### config.mk
export PLATFORM = sky130hd
export DESIGN_NAME = sram_strobe_ctrl
export DESIGN_NICKNAME = d
export VERILOG_FILES = /design/src/rtl/sram_strobe_ctrl.sv
export SDC_FILE = /design/constraint.sdc
export NUM_CORES = 1
export LEC_CHECK = 0
export BUFFER_PORTS_ARGS = -buffer_cell sky130_fd_sc_hd__buf_4
export CORE_MARGIN = 2
export CORE_UTILIZATION = 54
export CTS_CLUSTER_SIZE = 10
export DETAILED_ROUTE_END_ITERATION = 6
export PLACE_DENSITY = 0.84
export SLEW_MARGIN = 10
export SYNTH_ARGS = -nofsm -noshare
export SYNTH_HDL_FRONTEND = slang
export SYNTH_SLANG_ARGS = --single-unit
### constraint.sdc
create_clock -name clk -period 3.5 [get_ports clk]
set_input_delay 0.175 -clock clk [delete_from_list [all_inputs] [get_ports clk]]
set_output_delay 0.175 -clock clk [all_outputs]
set_load 0.05 [all_outputs]
### src/rtl/sram_strobe_ctrl.sv
module sram_strobe_ctrl #(
  parameter int AW      = 10,
  parameter int DW      = 4,
  parameter int T_ASU   = 1,
  parameter int T_AHOLD = 3,
  parameter int T_ACC   = 7,
  parameter int T_ELOW  = 6,
  parameter int T_EHIGH = 3,
  parameter int T_DSU   = 3,
  parameter int T_DHOLD = 1,
  parameter int T_CYC   = 14
) (
  input  logic          clk,
  input  logic          rst_n,
  input  logic          req,
  input  logic          wr,
  input  logic [AW-1:0] addr,
  input  logic [DW-1:0] wdata,
  input  logic          wr_hold_mode,
  output logic          busy,
  output logic [DW-1:0] rdata,
  output logic          done,
  output logic          mem_en_n,
  output logic          mem_we_n,
  output logic [AW-1:0] mem_a,
  output logic [DW-1:0] mem_dq_o,
  output logic          mem_dq_oe,
  input  logic [DW-1:0] mem_dq_i
);

  localparam int L_RD  = (T_ELOW > T_ACC) ? T_ELOW : T_ACC;
  localparam int L_WR  = (T_ELOW > T_DSU) ? T_ELOW : T_DSU;
  localparam int F_RD  = T_CYC - L_RD - T_ASU - 1;
  localparam int F_WR  = T_CYC - L_WR - T_ASU - 1;
  localparam int H_RD  = (T_EHIGH > F_RD) ? T_EHIGH : F_RD;
  localparam int H_W0  = (T_EHIGH > T_DHOLD) ? T_EHIGH : T_DHOLD;
  localparam int H_WR  = (H_W0 > F_WR) ? H_W0 : F_WR;
  localparam int CW    = $clog2(T_CYC + L_RD + L_WR + H_W0 + T_ASU + 2);

  localparam logic [CW-1:0] C_ASU   = CW'(T_ASU - 1);
  localparam logic [CW-1:0] C_AHOLD = CW'(T_AHOLD);
  localparam logic [CW-1:0] C_DHOLD = CW'(T_DHOLD);
  localparam logic [CW-1:0] C_LRD   = CW'(L_RD - 1);
  localparam logic [CW-1:0] C_LWR   = CW'(L_WR - 1);
  localparam logic [CW-1:0] C_HRD   = CW'(H_RD - 1);
  localparam logic [CW-1:0] C_HWR   = CW'(H_WR - 1);

  typedef enum logic [1:0] {ST_IDLE, ST_ASU, ST_LOW, ST_HIGH} st_t;

  st_t           st;
  logic [CW-1:0] cnt;
  logic          wr_q;
  logic [AW-1:0] a_q;
  logic [DW-1:0] d_q;
  logic [DW-1:0] rd_q;
  logic          done_q;

  wire [CW-1:0] low_last  = wr_q ? C_LWR : C_LRD;
  wire [CW-1:0] high_last = wr_q ? C_HWR : C_HRD;

  always_ff @(posedge clk or negedge rst_n) begin
    if (!rst_n) begin
      st     <= ST_IDLE;
      cnt    <= '0;
      wr_q   <= 1'b0;
      a_q    <= '0;
      d_q    <= '0;
      rd_q   <= '0;
      done_q <= 1'b0;
    end else begin
      done_q <= 1'b0;
      case (st)
        ST_IDLE: if (req) begin
          a_q  <= addr;
          wr_q <= wr;
          d_q  <= wdata;
          cnt  <= '0;
          st   <= ST_ASU;
        end
        ST_ASU: if (cnt == C_ASU) begin
          cnt <= '0;
          st  <= ST_LOW;
        end else cnt <= cnt + 1'b1;
        ST_LOW: if (cnt == low_last) begin
          cnt    <= '0;
          st     <= ST_HIGH;
          done_q <= 1'b1;
          if (!wr_q) rd_q <= mem_dq_i;
        end else cnt <= cnt + 1'b1;
        default: if (cnt == high_last) begin
          cnt <= '0;
          st  <= ST_IDLE;
        end else cnt <= cnt + 1'b1;
      endcase
    end
  end

  wire drv_win = (st == ST_LOW) || (st == ST_HIGH && cnt < C_DHOLD);
  wire w_low   = wr_q && ((st == ST_ASU) || drv_win ||
                 (wr_hold_mode && (st == ST_HIGH || st == ST_IDLE)));

  assign busy      = (st != ST_IDLE);
  assign done      = done_q;
  assign rdata     = rd_q;
  assign mem_en_n  = (st != ST_LOW);
  assign mem_we_n  = !w_low;
  assign mem_a     = ((st == ST_ASU) || (st == ST_LOW && cnt < C_AHOLD)) ? a_q : '0;
  assign mem_dq_oe = wr_q && drv_win;
  assign mem_dq_o  = mem_dq_oe ? d_q : '0;

endmodule

Word level (Yosys, flattened, before mapping)
Index checks and enable logic that the tools add are counted.
{"block": "totals", "ff_bits": 28, "inputBits": 23, "output_inout_bits": 23, "elab_cells": 54}
{"block": "classes", "n_addsub": 1, "n_lt_le_gt_ge": 2, "eq_ne": 9, "n_mux": 16, "bitwise": 1, "n_reduce_logical": 18}
{"operator": "$mux W6", "n": 4}
{"operator": "$pmux W6 S3", "n": 1}
{"operator": "$eq A6 B3 Y1", "n": 2}
{"operator": "$mux W10", "n": 1}
{"operator": "$mux W2", "n": 5}
{"operator": "$ne A2 B2 Y1 const B", "n": 4}
{"operator": "$add A6 B1 Y6 const B", "n": 1}
{"operator": "$logic_not A6 Y1", "n": 1}
{"operator": "$lt A6 B1 Y1 const B", "n": 1}
{"operator": "$lt A6 B2 Y1 const B", "n": 1}
{"operator": "$pmux W2 S3", "n": 1}
{"operator": "$logic_and A1 B1 Y1", "n": 5}
{"operator": "$logic_or A1 B1 Y1", "n": 5}
{"operator": "$eq A2 B2 Y1 const B", "n": 2}
{"operator": "$mux W4", "n": 1}
{"operator": "$reduce_and A4 Y1", "n": 1}
{"operator": "$reduce_bool A4 Y1", "n": 1}
{"operator": "$mux W1", "n": 3}
{"operator": "$reduce_and A3 Y1", "n": 1}
{"operator": "$eq A2 B1 Y1 const B", "n": 1}
{"operator": "$logic_not A2 Y1", "n": 1}
{"operator": "$reduce_and A2 Y1", "n": 1}
{"operator": "$reduce_bool A2 Y1", "n": 1}
{"operator": "$logic_not A1 Y1", "n": 1}
{"operator": "$not A1 Y1", "n": 1}

Depth between registers and ports, before layout
{"block": "logic_depth", "word_depth": 7, "depth_mapped": 7, "mapped_depth_nobuf": 6}

Worst setup path after synthesis
No wires, ideal clock.
{"block": "synth_path", "path_type": "register to register", "start": "reg st[0]", "end": "reg rd_q[0] (netlist: rdata[0])", "setup_time_ns": 0.125, "t_arrival_ns": 2.047, "required_ns": 3.375, "setup_slack_ns": 1.328, "path_stages_with_launch": 8, "n_path_buf": 1, "period_less_slack_ns": 2.172, "cell_sequence": "dfrtp_1 > inv_1 > ha_1 > inv_1 > or2_1 > or4_4 > buf_6 > mux2_4"}
{"block": "synth_between", "elab_chain_len": 2}
{"item": "from (decl)", "line": "50", "text": "st_t st;"}
{"item": "from (signal assigned)", "line": "63", "text": "st <= ST_IDLE;"}
{"item": "from (signal assigned)", "line": "78", "text": "st <= ST_ASU;"}
{"item": "from (signal assigned)", "line": "82", "text": "st <= ST_LOW;"}
{"item": "$eq A2 B2 Y1", "line": "72", "text": "case (st)"}
{"item": "$reduce_and A3 Y1 (no source line)"}
{"item": "to (signal assigned)", "line": "88", "text": "if (!wr_q) rd_q <= mem_dq_i;"}
{"item": "to (decl)", "line": "55", "text": "logic [DW-1:0] rd_q;"}
No other way between the ends.
A chain may end at the register's enable or synchronous reset.

Worst setup path in the final report
{"block": "layout_path", "start": "reg cnt[0]", "end": "out mem_a[8]"}
{"block": "layout_between", "elab_chain_len": 4}
{"item": "from (decl)", "line": "51", "text": "logic [CW-1:0] cnt;"}
{"item": "from (signal assigned)", "line": "83", "text": "end else cnt <= cnt + 1'b1;"}
{"item": "from (signal assigned)", "line": "89", "text": "end else cnt <= cnt + 1'b1;"}
{"item": "from (signal assigned)", "line": "93", "text": "end else cnt <= cnt + 1'b1;"}
{"item": "$lt A6 B2 Y1", "line": "107", "text": "assign mem_a = ((st == ST_ASU) || (st == ST_LOW && cnt < C_AHOLD)) ? a_q : '0;"}
{"item": "$logic_and A1 B1 Y1", "line": "107"}
{"item": "$logic_or A1 B1 Y1", "line": "107"}
{"item": "$mux W10", "line": "107"}
{"item": "to (decl)", "line": "25", "text": "output logic [AW-1:0] mem_a,"}
No other way between the ends.

==> run metrics <==
RSZ-0062 raised after global routing=false; top-area cell type share of the netlist area=46.86%; Slew @ Worst Pin=0.8733 ns; io pins=46; largest stage delay on the critical path=0.71 ns; Leak=0.9381 nW; Starting DRT DRC Count=24; Mapped Area=0.001495 mm^2; Critical Path Source Type=flip-flop; clock skew=0.003118 ns; max-slew violations=0; post-synthesis sequential area ratio=46.86%; layout cell share with drive strength beyond 1=42.70%; Num CTS Buffers=3; GPL Wtd Cong=0.8915; Final Net Count=209; crit path launch=cnt[0]$_DFFE_PN0N_; Gate Count Post-Synth=131; post-synthesis average cell area=11.41 um^2; status=finished clean; GR Util All Layers=20.29%; dpl ws=1.360 ns; antenna cells=0; clock slew at reported path FFs=0.14 ns; port bufs=45; CP max-delay cell=a31oi_1; crit path cell chain=ha_1 > inv_1 > a31oi_1 > nor2b_1 > buf_4; Clock Tree Buf Depth=2; worst rel slew slack=41.51%; number of synthesized flops with an enable pin=0; hold crit path type=in2reg; H-tree level count=1; Critical Path Fanout Max=10; final hold slack=0.07102 ns; delay-heaviest family, CP=compound AO/OA/AOI/OAI gates; Wirelength per Cell=14.70 um; Synth Flop Type=dfrtp_1; setup_tns=0 ns; CP Capture Type=output pin; Die H=56.62 um; initial antenna violation count=0; crit path time final=2.388 ns; async set-or-reset flop fraction in the synthesized netlist=100.0%; Synthesized Nets=161; Ys Warns=0; setup bufs post-CTS=0; placed cell areas=0.001853 mm^2; pin count of the biggest net entering global routing=29; VDD IR max=0.8688 mV; Area contributors post-synth=dfrtp_1 47%, mux2_2 12%, ha_1 5.9%; hpwl dp=2.368 mm; DRC viols=0; worst reg-to-reg path cell count=4; clk sinks=28; clk root buf=clkbuf_4; P&R area growth vs syn=27.03%; Clock Latency Late Sink=0.32 ns; Critical Path RT=3.32 ns; most common cell after layout, fill and taps aside=buf_4; Synth area leader=dfrtp_1; Initial Util=55.66%; CP endpoint=mem_a[8]; routed via count=1143; Critical Path AT=2.21 ns; Cell variety after synth=36; Max Cap Viol=0; Die Wd=56.62 um; fmax=418.8 MHz; cell area after layout=0.001899 mm^2; die area=0.003206 mm^2; number of buffer and inverter stages on the critical path=2; R2R Setup Slk=1.35 ns; CTS tree=done; ANT nets after route=0; total wire length=3.072 mm; final worst-path cycle share=68.22%; Core Area=0.002686 mm^2; via count of the first global-routing pass=1128; Critical Path Stages=5; Overflow after GRT=0; drt pass-1 iters=4; first-pass GRT wire length=5.126 mm; Final Hold Vio Count=0; # setup viols final=0; most frequent cells in the layout=45 x buf_4, 28 x dfrtp_1, 16 x mux2_2; Crit Reg-Reg Startpoint=cnt[4]$_DFFE_PN0N_; flops & latches, synth=28; R2R Path End=rdata[1]$_DFFE_PN0P_; vias per inst=5.469; pwr dens=1006 mW/mm^2; PnR worst setup slack=1.112 ns; Placement Rows=19; Setup CP Type=reg2out
final cells by class:
cell class / instances / area (um^2)
inverter: 8 / 30.03
multi-input combinational: 92 / 745.7
sequential: 28 / 700.7
tap: 31 / 38.79
fill: 219 / 787.0
clock buffer: 4 / 36.28
timing repair buffer: 46 / 347.8
power breakdown:
part | internal, mW | total [mW] | switching, mW
clock | 0.0636 | 0.155 | 0.0915
sequential | 0.443 | 0.527 | 0.0832
combinational | 0.451 | 1.23 | 0.778
total | 0.958 | 1.91 | 0.953
flip-flops by register name, summed over array words and instances, names as in the netlist:
name,count
a_q,10
cnt,6
d_q,4
done,1
rdata,4
st,2
wr_q,1
cell usage after synthesis, types with 2 or more instances:
| cell | number |
|---|---|
| dfrtp_1 | 28 |
| mux2_2 | 16 |
| nor2b_1 | 10 |
| inv_1 | 8 |
| ha_1 | 7 |
| nor2_1 | 7 |
| and2_1 | 4 |
| mux2_4 | 4 |
| nand2_1 | 4 |
| nor3_1 | 4 |
| o21ai_0 | 4 |
| mux2i_1 | 3 |
| nand3_1 | 3 |
| a211o_1 | 2 |
| a21oi_1 | 2 |
| a31oi_1 | 2 |
| and3_2 | 2 |
| clkbuf_1 | 2 |
| o22ai_1 | 2 |
metrics by stage:
step | instances | utilization, % | total power [mW]
finish | 209 | 70.70 | 1.911
global route | 209 | 70.70 | 2.019
CTS | 209 | 70.70 | 1.922
detailed placement | 204 | 68.98 | 1.767
global placement | 204 | 68.98 | 1.728
floorplan | 131 | - | 1.430
routing by layer:
metal / GRT usage, % / vias to the layer above / routed length (um) / share of wire, %
met4: 6.463 / 0 / 50 / 1.6
li1: - / 560 / - / -
met1: 26.66 / 537 / 1362 / 44
met2: 34.39 / 40 / 1491 / 49
met3: 2.995 / 6 / 168 / 5.5
met5: 0 / - / 0 / 0
logic make-up after synthesis:
family / synth area share [%]
flip-flops: 46.86
adder cells (fa/ha/maj): 5.857
buffers and inverters: 3.264
AND/OR/NAND/NOR: 16.40
multiplexers: 18.08
AO/OA/AOI/OAI: 8.955
XOR/XNOR: 0.5859
worst min path at each step:
stage               slack [ns]  depth (start not counted)         from              endpoint
floorplan                -0.12                          0        rst_n    a_q[0]$_DFFE_PN0P_
global placement          0.11                          1        rst_n    cnt[5]$_DFFE_PN0N_
detailed placement        0.11                          1        rst_n    cnt[2]$_DFFE_PN0N_
CTS                       0.06                          2  mem_dq_i[2]  rdata[2]$_DFFE_PN0P_
global route              0.06                          2      addr[5]    a_q[5]$_DFFE_PN0P_
finish                    0.07                          2  mem_dq_i[2]  rdata[2]$_DFFE_PN0P_
what timing repair did:
action                    4_1_cts  5_1_grt
resized for setup               0        0
hold buffers                    1        0
hold endpoints to repair       28        0
No activity file was read; power rests on OpenSTA's default activity.
